`src/rtl/refsweep_pkg.sv`:
```
package refsweep_pkg;

    parameter int N_WL   = 16;
    parameter int N_REF  = 8;
    parameter int CODE_W = 4;

    localparam int N_LVL   = 2 * N_REF;
    localparam int IDX_W   = $clog2(N_LVL);
    localparam int CNT_W   = $clog2(N_REF + 1);
    localparam int BIN_IDX = N_REF;

    typedef enum logic [2:0] {
        ST_IDLE,
        ST_APPLY,
        ST_SETTLE,
        ST_SAMPLE,
        ST_CLEAR,
        ST_DONE
    } st_e;

    typedef struct packed {
        logic [CNT_W-1:0] rows;
        logic             bias;
    } ref_pt_t;

    function automatic ref_pt_t level_point(input logic [IDX_W-1:0] idx);
        ref_pt_t p;
        if (int'(idx) < N_REF) begin
            p.rows = CNT_W'(N_REF - int'(idx));
            p.bias = 1'b0;
        end else begin
            p.rows = CNT_W'(int'(idx) - N_REF + 1);
            p.bias = 1'b1;
        end
        return p;
    endfunction

endpackage

```
`src/rtl/rs_seq_fsm.sv`:
```
module rs_seq_fsm
    import refsweep_pkg::*;
(
    input  logic             clk,
    input  logic             rst,
    input  logic             start_i,
    input  logic             bin_mode_i,
    output st_e              state_o,
    output logic [IDX_W-1:0] idx_o,
    output logic             accept_o
);

    st_e              state_q;
    logic [IDX_W-1:0] idx_q;
    logic             bin_q;

    assign accept_o = start_i && (state_q == ST_IDLE);
    assign state_o  = state_q;
    assign idx_o    = idx_q;

    always_ff @(posedge clk) begin
        if (rst) begin
            state_q <= ST_IDLE;
            idx_q   <= '0;
            bin_q   <= 1'b0;
        end else begin
            case (state_q)
                ST_IDLE: begin
                    if (start_i) begin
                        state_q <= ST_APPLY;
                        bin_q   <= bin_mode_i;
                        idx_q   <= bin_mode_i ? IDX_W'(BIN_IDX) : '0;
                    end
                end
                ST_APPLY:  state_q <= ST_SETTLE;
                ST_SETTLE: state_q <= ST_SAMPLE;
                ST_SAMPLE: state_q <= ST_CLEAR;
                ST_CLEAR: begin
                    if (bin_q || (idx_q == IDX_W'(N_LVL - 1))) begin
                        state_q <= ST_DONE;
                    end else begin
                        idx_q   <= idx_q + 1'b1;
                        state_q <= ST_SETTLE;
                    end
                end
                ST_DONE:   state_q <= ST_IDLE;
                default:   state_q <= ST_IDLE;
            endcase
        end
    end

    AST_BIN_ONE_CYCLE: assert property (@(posedge clk) disable iff (rst)
        (bin_q && state_q == ST_CLEAR) |=> (state_q == ST_DONE));

    AST_IDX_STEP: assert property (@(posedge clk) disable iff (rst)
        (state_q == ST_CLEAR && $past(state_q) == ST_SAMPLE) |=>
            (state_q == ST_DONE || idx_q == $past(idx_q) + 1'b1));

endmodule

```
`src/rtl/rs_ref_drive.sv`:
```
module rs_ref_drive
    import refsweep_pkg::*;
(
    input  logic             active_i,
    input  logic [IDX_W-1:0] idx_i,
    output logic [N_REF-1:0] ref_en_o,
    output logic             bias_o
);

    ref_pt_t pt;

    always_comb begin
        pt = level_point(idx_i);
    end

    for (genvar i = 0; i < N_REF; i++) begin : g_row
        assign ref_en_o[i] = active_i && (pt.rows > CNT_W'(i));
    end

    assign bias_o = active_i && pt.bias;

    always_comb begin
        AST_MASK_THERMO: assert (((ref_en_o + 1'b1) & ref_en_o) == '0);
    end

endmodule

```
`src/rtl/rs_code_acc.sv`:
```
module rs_code_acc
    import refsweep_pkg::*;
(
    input  logic              clk,
    input  logic              rst,
    input  logic              clear_i,
    input  logic              sample_i,
    input  logic              fire_i,
    output logic [CODE_W-1:0] code_o
);

    logic [CODE_W-1:0] code_q;

    always_ff @(posedge clk) begin
        if (rst || clear_i) begin
            code_q <= '0;
        end else if (sample_i && fire_i && (code_q != '1)) begin
            code_q <= code_q + 1'b1;
        end
    end

    assign code_o = code_q;

    AST_NO_WRAP: assert property (@(posedge clk) disable iff (rst)
        !clear_i |=> (code_o >= $past(code_o)));

endmodule

```
`src/rtl/refsweep_conv_seq.sv`:
```
module refsweep_conv_seq
    import refsweep_pkg::*;
(
    input  logic              clk,
    input  logic              rst,
    input  logic              start_i,
    input  logic              bin_mode_i,
    input  logic [N_WL-1:0]   wl_in_i,
    input  logic              cmp_fire_i,
    output logic [N_WL-1:0]   wl_drive_o,
    output logic [N_REF-1:0]  ref_en_o,
    output logic              bias_sel_o,
    output logic              cmp_rst_o,
    output logic [CODE_W-1:0] code_o,
    output logic              done_o
);

    st_e              fsm_state;
    logic [IDX_W-1:0] fsm_idx;
    logic             accept;
    logic [N_WL-1:0]  wl_q;
    logic             sensing;

    rs_seq_fsm u_fsm (
        .clk        (clk),
        .rst        (rst),
        .start_i    (start_i),
        .bin_mode_i (bin_mode_i),
        .state_o    (fsm_state),
        .idx_o      (fsm_idx),
        .accept_o   (accept)
    );

    assign sensing = (fsm_state == ST_SETTLE) || (fsm_state == ST_SAMPLE) ||
                     (fsm_state == ST_CLEAR);

    rs_ref_drive u_ref (
        .active_i (sensing),
        .idx_i    (fsm_idx),
        .ref_en_o (ref_en_o),
        .bias_o   (bias_sel_o)
    );

    rs_code_acc u_acc (
        .clk      (clk),
        .rst      (rst),
        .clear_i  (accept),
        .sample_i (fsm_state == ST_SAMPLE),
        .fire_i   (cmp_fire_i),
        .code_o   (code_o)
    );

    always_ff @(posedge clk) begin
        if (rst) begin
            wl_q <= '0;
        end else if (accept) begin
            wl_q <= wl_in_i;
        end
    end

    assign wl_drive_o = wl_q;
    assign cmp_rst_o  = (fsm_state == ST_CLEAR);
    assign done_o     = (fsm_state == ST_DONE);

    AST_WL_HOLD: assert property (@(posedge clk) disable iff (rst)
        (fsm_state != ST_IDLE) |=> $stable(wl_drive_o));

    AST_RST_AFTER_SAMPLE: assert property (@(posedge clk) disable iff (rst)
        (fsm_state == ST_SAMPLE) |=> cmp_rst_o);

    AST_DONE_PULSE: assert property (@(posedge clk) disable iff (rst)
        done_o |=> !done_o);

    AST_BIAS_HOLD: assert property (@(posedge clk) disable iff (rst)
        (bias_sel_o && !cmp_rst_o) |=> bias_sel_o);

    AST_START_IGNORED: assert property (@(posedge clk) disable iff (rst)
        (start_i && fsm_state == ST_SAMPLE) |=> (fsm_state == ST_CLEAR));

endmodule

```
`config.mk`:
```
export PLATFORM = sky130hd
export DESIGN_NAME = refsweep_conv_seq
export DESIGN_NICKNAME = d
export VERILOG_FILES = /design/src/rtl/refsweep_pkg.sv /design/src/rtl/rs_seq_fsm.sv /design/src/rtl/rs_ref_drive.sv /design/src/rtl/rs_code_acc.sv /design/src/rtl/refsweep_conv_seq.sv
export SDC_FILE = /design/constraint.sdc
export NUM_CORES = 1
export LEC_CHECK = 0
export ABC_AREA = 1
export BUFFER_PORTS_ARGS = -buffer_cell sky130_fd_sc_hd__buf_2
export CAP_MARGIN = 20
export CELL_PAD_IN_SITES_DETAIL_PLACEMENT = 0
export CELL_PAD_IN_SITES_GLOBAL_PLACEMENT = 1
export CORE_UTILIZATION = 33
export CTS_CLUSTER_SIZE = 14
export DETAILED_ROUTE_END_ITERATION = 7
export PLACE_DENSITY = 0.78
export SLEW_MARGIN = 10
export SYNTH_ARGS = -nofsm -noshare
export SYNTH_HDL_FRONTEND = slang
export SYNTH_SLANG_ARGS = --single-unit
```
`constraint.sdc`:
```
create_clock -name clk -period 2.5 [get_ports clk]
set_clock_uncertainty 0.15 [all_clocks]
set_input_delay 0.75 -clock clk [delete_from_list [all_inputs] [get_ports clk]]
set_output_delay 0.75 -clock clk [all_outputs]
set_load 0.1 [all_outputs]
```
==> flow_summary.toml <==
[clock_tree]
clk-insertion-delay-late_ns = 0.28
cts.sinks = 28
path_clk_slew_ns = 0.09
hold_bufs_inserted_after_cts = 0
number_of_clock_buffers_inserted_by_tritoncts = 3
cts-root-to-sink-buffers = 2
cts_max_level = 1
clockRootBuffer = "sky130_fd_sc_hd__clkbuf_8"
cts_tree = "yes"

[timing]
layout_min_cycle_time_ns = 2.50
rsz_0062_raised_after_global_routing = "true"
clock.fmax_ghz = 0.400
slew-limit-headroom_pct = 67.5
final_min_period_over_clock_period_pct = 100
finalSetupTns_ns = 0
final-hold-violation-count = 0
worst-slew-pin-transition_ns = 0.491
final-max-slew-violation-count = 0
number_of_setup_violations_in_the_final_report = 0

[global_route]
grt_pass1_wl_mm = 5.33
grt_start_max_net_pins = 25
first_global_vias = 1213
grt_antenna_before_repair = 0
grt-ovfl-total = 0
groute.usage.overall_pct = 15.5

[worst_setup_path]
crit_type = "reg2out"
crit_path_end_kind = "output port"
worstPathCellList = "inv_4 > ha_4 > nand2_1 > nand2_2 > nand2_4 > nand2_4 > nand2_4 > nand2_8 > nor2_4 > buf_12"
cp_slowest_cell = "sky130_fd_sc_hd__dfxtp_4"
critPathMaxStageDelay_ns = 0.39
cp.required_ns = 1.60
cpMostUsedCell = "sky130_fd_sc_hd__nand2_4"
reg2regPathDepth = 5
timing.critical_path.fanout_max = 4
critical_path.startpoint_type = "flip-flop"
critPathArrivalTime_ns = 1.60

[placement]
io_buffer_count = 51
global_placement_routability_congestion = 0.767
dp.final_hpwl_mm = 2.38

[pwr]
post-layout-total-power_w = 0.00162
maximum_vdd_ir_drop_mv = 0.341
cellPowerDensity_mw_per_mm2 = 744
p_leak_nw = 0.984

[yosys]
synthTopCellsByCount = "sky130_fd_sc_hd__nand2_1, sky130_fd_sc_hd__dfxtp_1, sky130_fd_sc_hd__a21oi_1"
synthesis.area_sq_mm = 0.00139
synth_ff_type = "sky130_fd_sc_hd__dfxtp_1"
yosysMostFrequentCell = "sky130_fd_sc_hd__nand2_1"
synthCells = 203
post-synth-top-area-cell = "sky130_fd_sc_hd__dfxtp_1"
netlist-cell-type-count = 26
leading_post_synthesis_cells_by_cell_area = "sky130_fd_sc_hd__dfxtp_1, sky130_fd_sc_hd__nand2_1, sky130_fd_sc_hd__a21oi_1, sky130_fd_sc_hd__nor2_1, sky130_fd_sc_hd__inv_1"
synth_top_cell_area_share_pct = 40.4
synth_seq_area_share_pct = 40.4
synthesis.nets = 227
ys_warn_count = 0
synth_area_per_cell_sq_um = 6.83
synth.ff_latch_count = 28
async_flop_share_pct = 0
synth_enable_flop_cells = 0

[worst_hold_path]
hold_path_class = "reg2reg"
number_of_cells_traversed_by_the_worst_hold_path = 2

[drt]
avgRoutedWirePerCell_microns = 10.8
drt-vias-per-instance = 4.59
drtPass1Iterations = 4
route.detailed.drc = 0
starting_drc_count_in_detailed_routing = 43
ant_nets = 0
detailroute.via_count = 1433
routed_wirelength_mm = 3.38

[floorplanning]
floorplan.io_pins = 52
core_region_area_sq_mm = 0.00403
die_h_microns = 66.8
chipWidth_microns = 66.8
row_count = 23
design.die.area_sq_mm = 0.00446
start_util_pct = 34.4

[layout]
antenna_cells_inserted = 0
nets = 287
fill_cells = 413
fraction_of_final_layout_cells_sized_beyond_drive_strength_1_pct = 45.0
area.growth.synth_to_final_pct = 57.2

[run]
maxCapViolCount = 0

[status]
status = "complete, no violations"
## per-layer routing
layer,GRT usage (%),vias to the layer above,routed length [microns]
li1,-,763,-
met1,20.0,620,1550
met2,25.1,45,1600
met3,3.77,5,185
met4,4.79,0,42
met5,0,-,0
## cell usage in the layout (no fill, tap or decap), types with 2 or more instances in the layout
master                     instances
sky130_fd_sc_hd__dfxtp_2           2
sky130_fd_sc_hd__inv_1             6
sky130_fd_sc_hd__inv_2            11
sky130_fd_sc_hd__ha_4              2
sky130_fd_sc_hd__buf_2            40
sky130_fd_sc_hd__buf_12           10
sky130_fd_sc_hd__nand2_4           5
sky130_fd_sc_hd__nand3_2           2
sky130_fd_sc_hd__nand2_1          57
sky130_fd_sc_hd__buf_4             9
sky130_fd_sc_hd__o21ai_4           2
sky130_fd_sc_hd__dfxtp_4           4
sky130_fd_sc_hd__nor2_4            3
sky130_fd_sc_hd__nand3_1          11
sky130_fd_sc_hd__nand3_4           2
sky130_fd_sc_hd__nand4_1           2
sky130_fd_sc_hd__o21ai_0           3
sky130_fd_sc_hd__nor2_1           15
sky130_fd_sc_hd__a21oi_1          22
sky130_fd_sc_hd__clkbuf_8          3
sky130_fd_sc_hd__dfxtp_1          22
sky130_fd_sc_hd__inv_4             3
sky130_fd_sc_hd__nor2_2            4
sky130_fd_sc_hd__nand2_2           7
## kinds of logic after synthesis
logic type,share of synthesized area (%)
buf+inv,8.66
xor+xnor,1.90
simple gates,34.7
flops,40.4
fa+ha+maj,2.71
compound gates,11.6
## sequential cells by signal (all words and copies together), names as in the netlist
signal,cells
u_fsm.state_o,3
u_fsm.idx_o,4
u_fsm.bin_q,1
wl_drive_o,16
u_acc.code_o,4
## layout make-up
class,count,area (sq um),area share [%]
clock buffer,3,41.3,1.89
timing repair buffer,60,475,21.8
sequential,28,578,26.5
multi-input combinational,148,898,41.2
clock inverter,1,30.0,1.38
tap,50,62.6,2.87
inverter,22,93.8,4.31
## stage by stage
stage,setup slack (ns),cells,hold slack [ns],util [%],instance area (sq um)
floorplan,-0.111,203,0.300,-,1470
global placement,0.138,300,0.301,47.3,1910
detailed placement,0.0977,300,0.303,47.3,1910
CTS,-0.0252,306,0.320,51.0,2050
global route,-0.0788,312,0.337,54.1,2180
finish,0.00100,312,0.315,54.1,2180
## timing repair
action	CTS	global route
endpoints found under the setup margin	7	8
gates resized for setup	22	26
pin swaps	4	11
hold endpoints to repair	0	0
setup buffers	2	6
## path summary, 6_finish.rpt
path,end,start,slack (ns)
worst max-delay path,ref_en_o[4],u_fsm.idx_o[0],0.001
worst min-delay path,wl_drive_o[10],wl_drive_o[10],0.31
worst max register to register,wl_drive_o[1],u_fsm.state_o[2],0.82
worst min register to register,wl_drive_o[10],wl_drive_o[10],0.31
## critical path: cells and delay by family, from the launching register on
family,cells,cell delay (ns)
fa+ha+maj,1,0.15
buf+inv,2,0.23
flops,1,0.39
simple gates,7,0.56
## report_power, final
group          internal (W)  switching [W]
sequential         0.000483      0.0000346
combinational      0.000220       0.000524
clock              0.000215       0.000146
total              0.000917       0.000704
(Power assumes the default switching activity.)
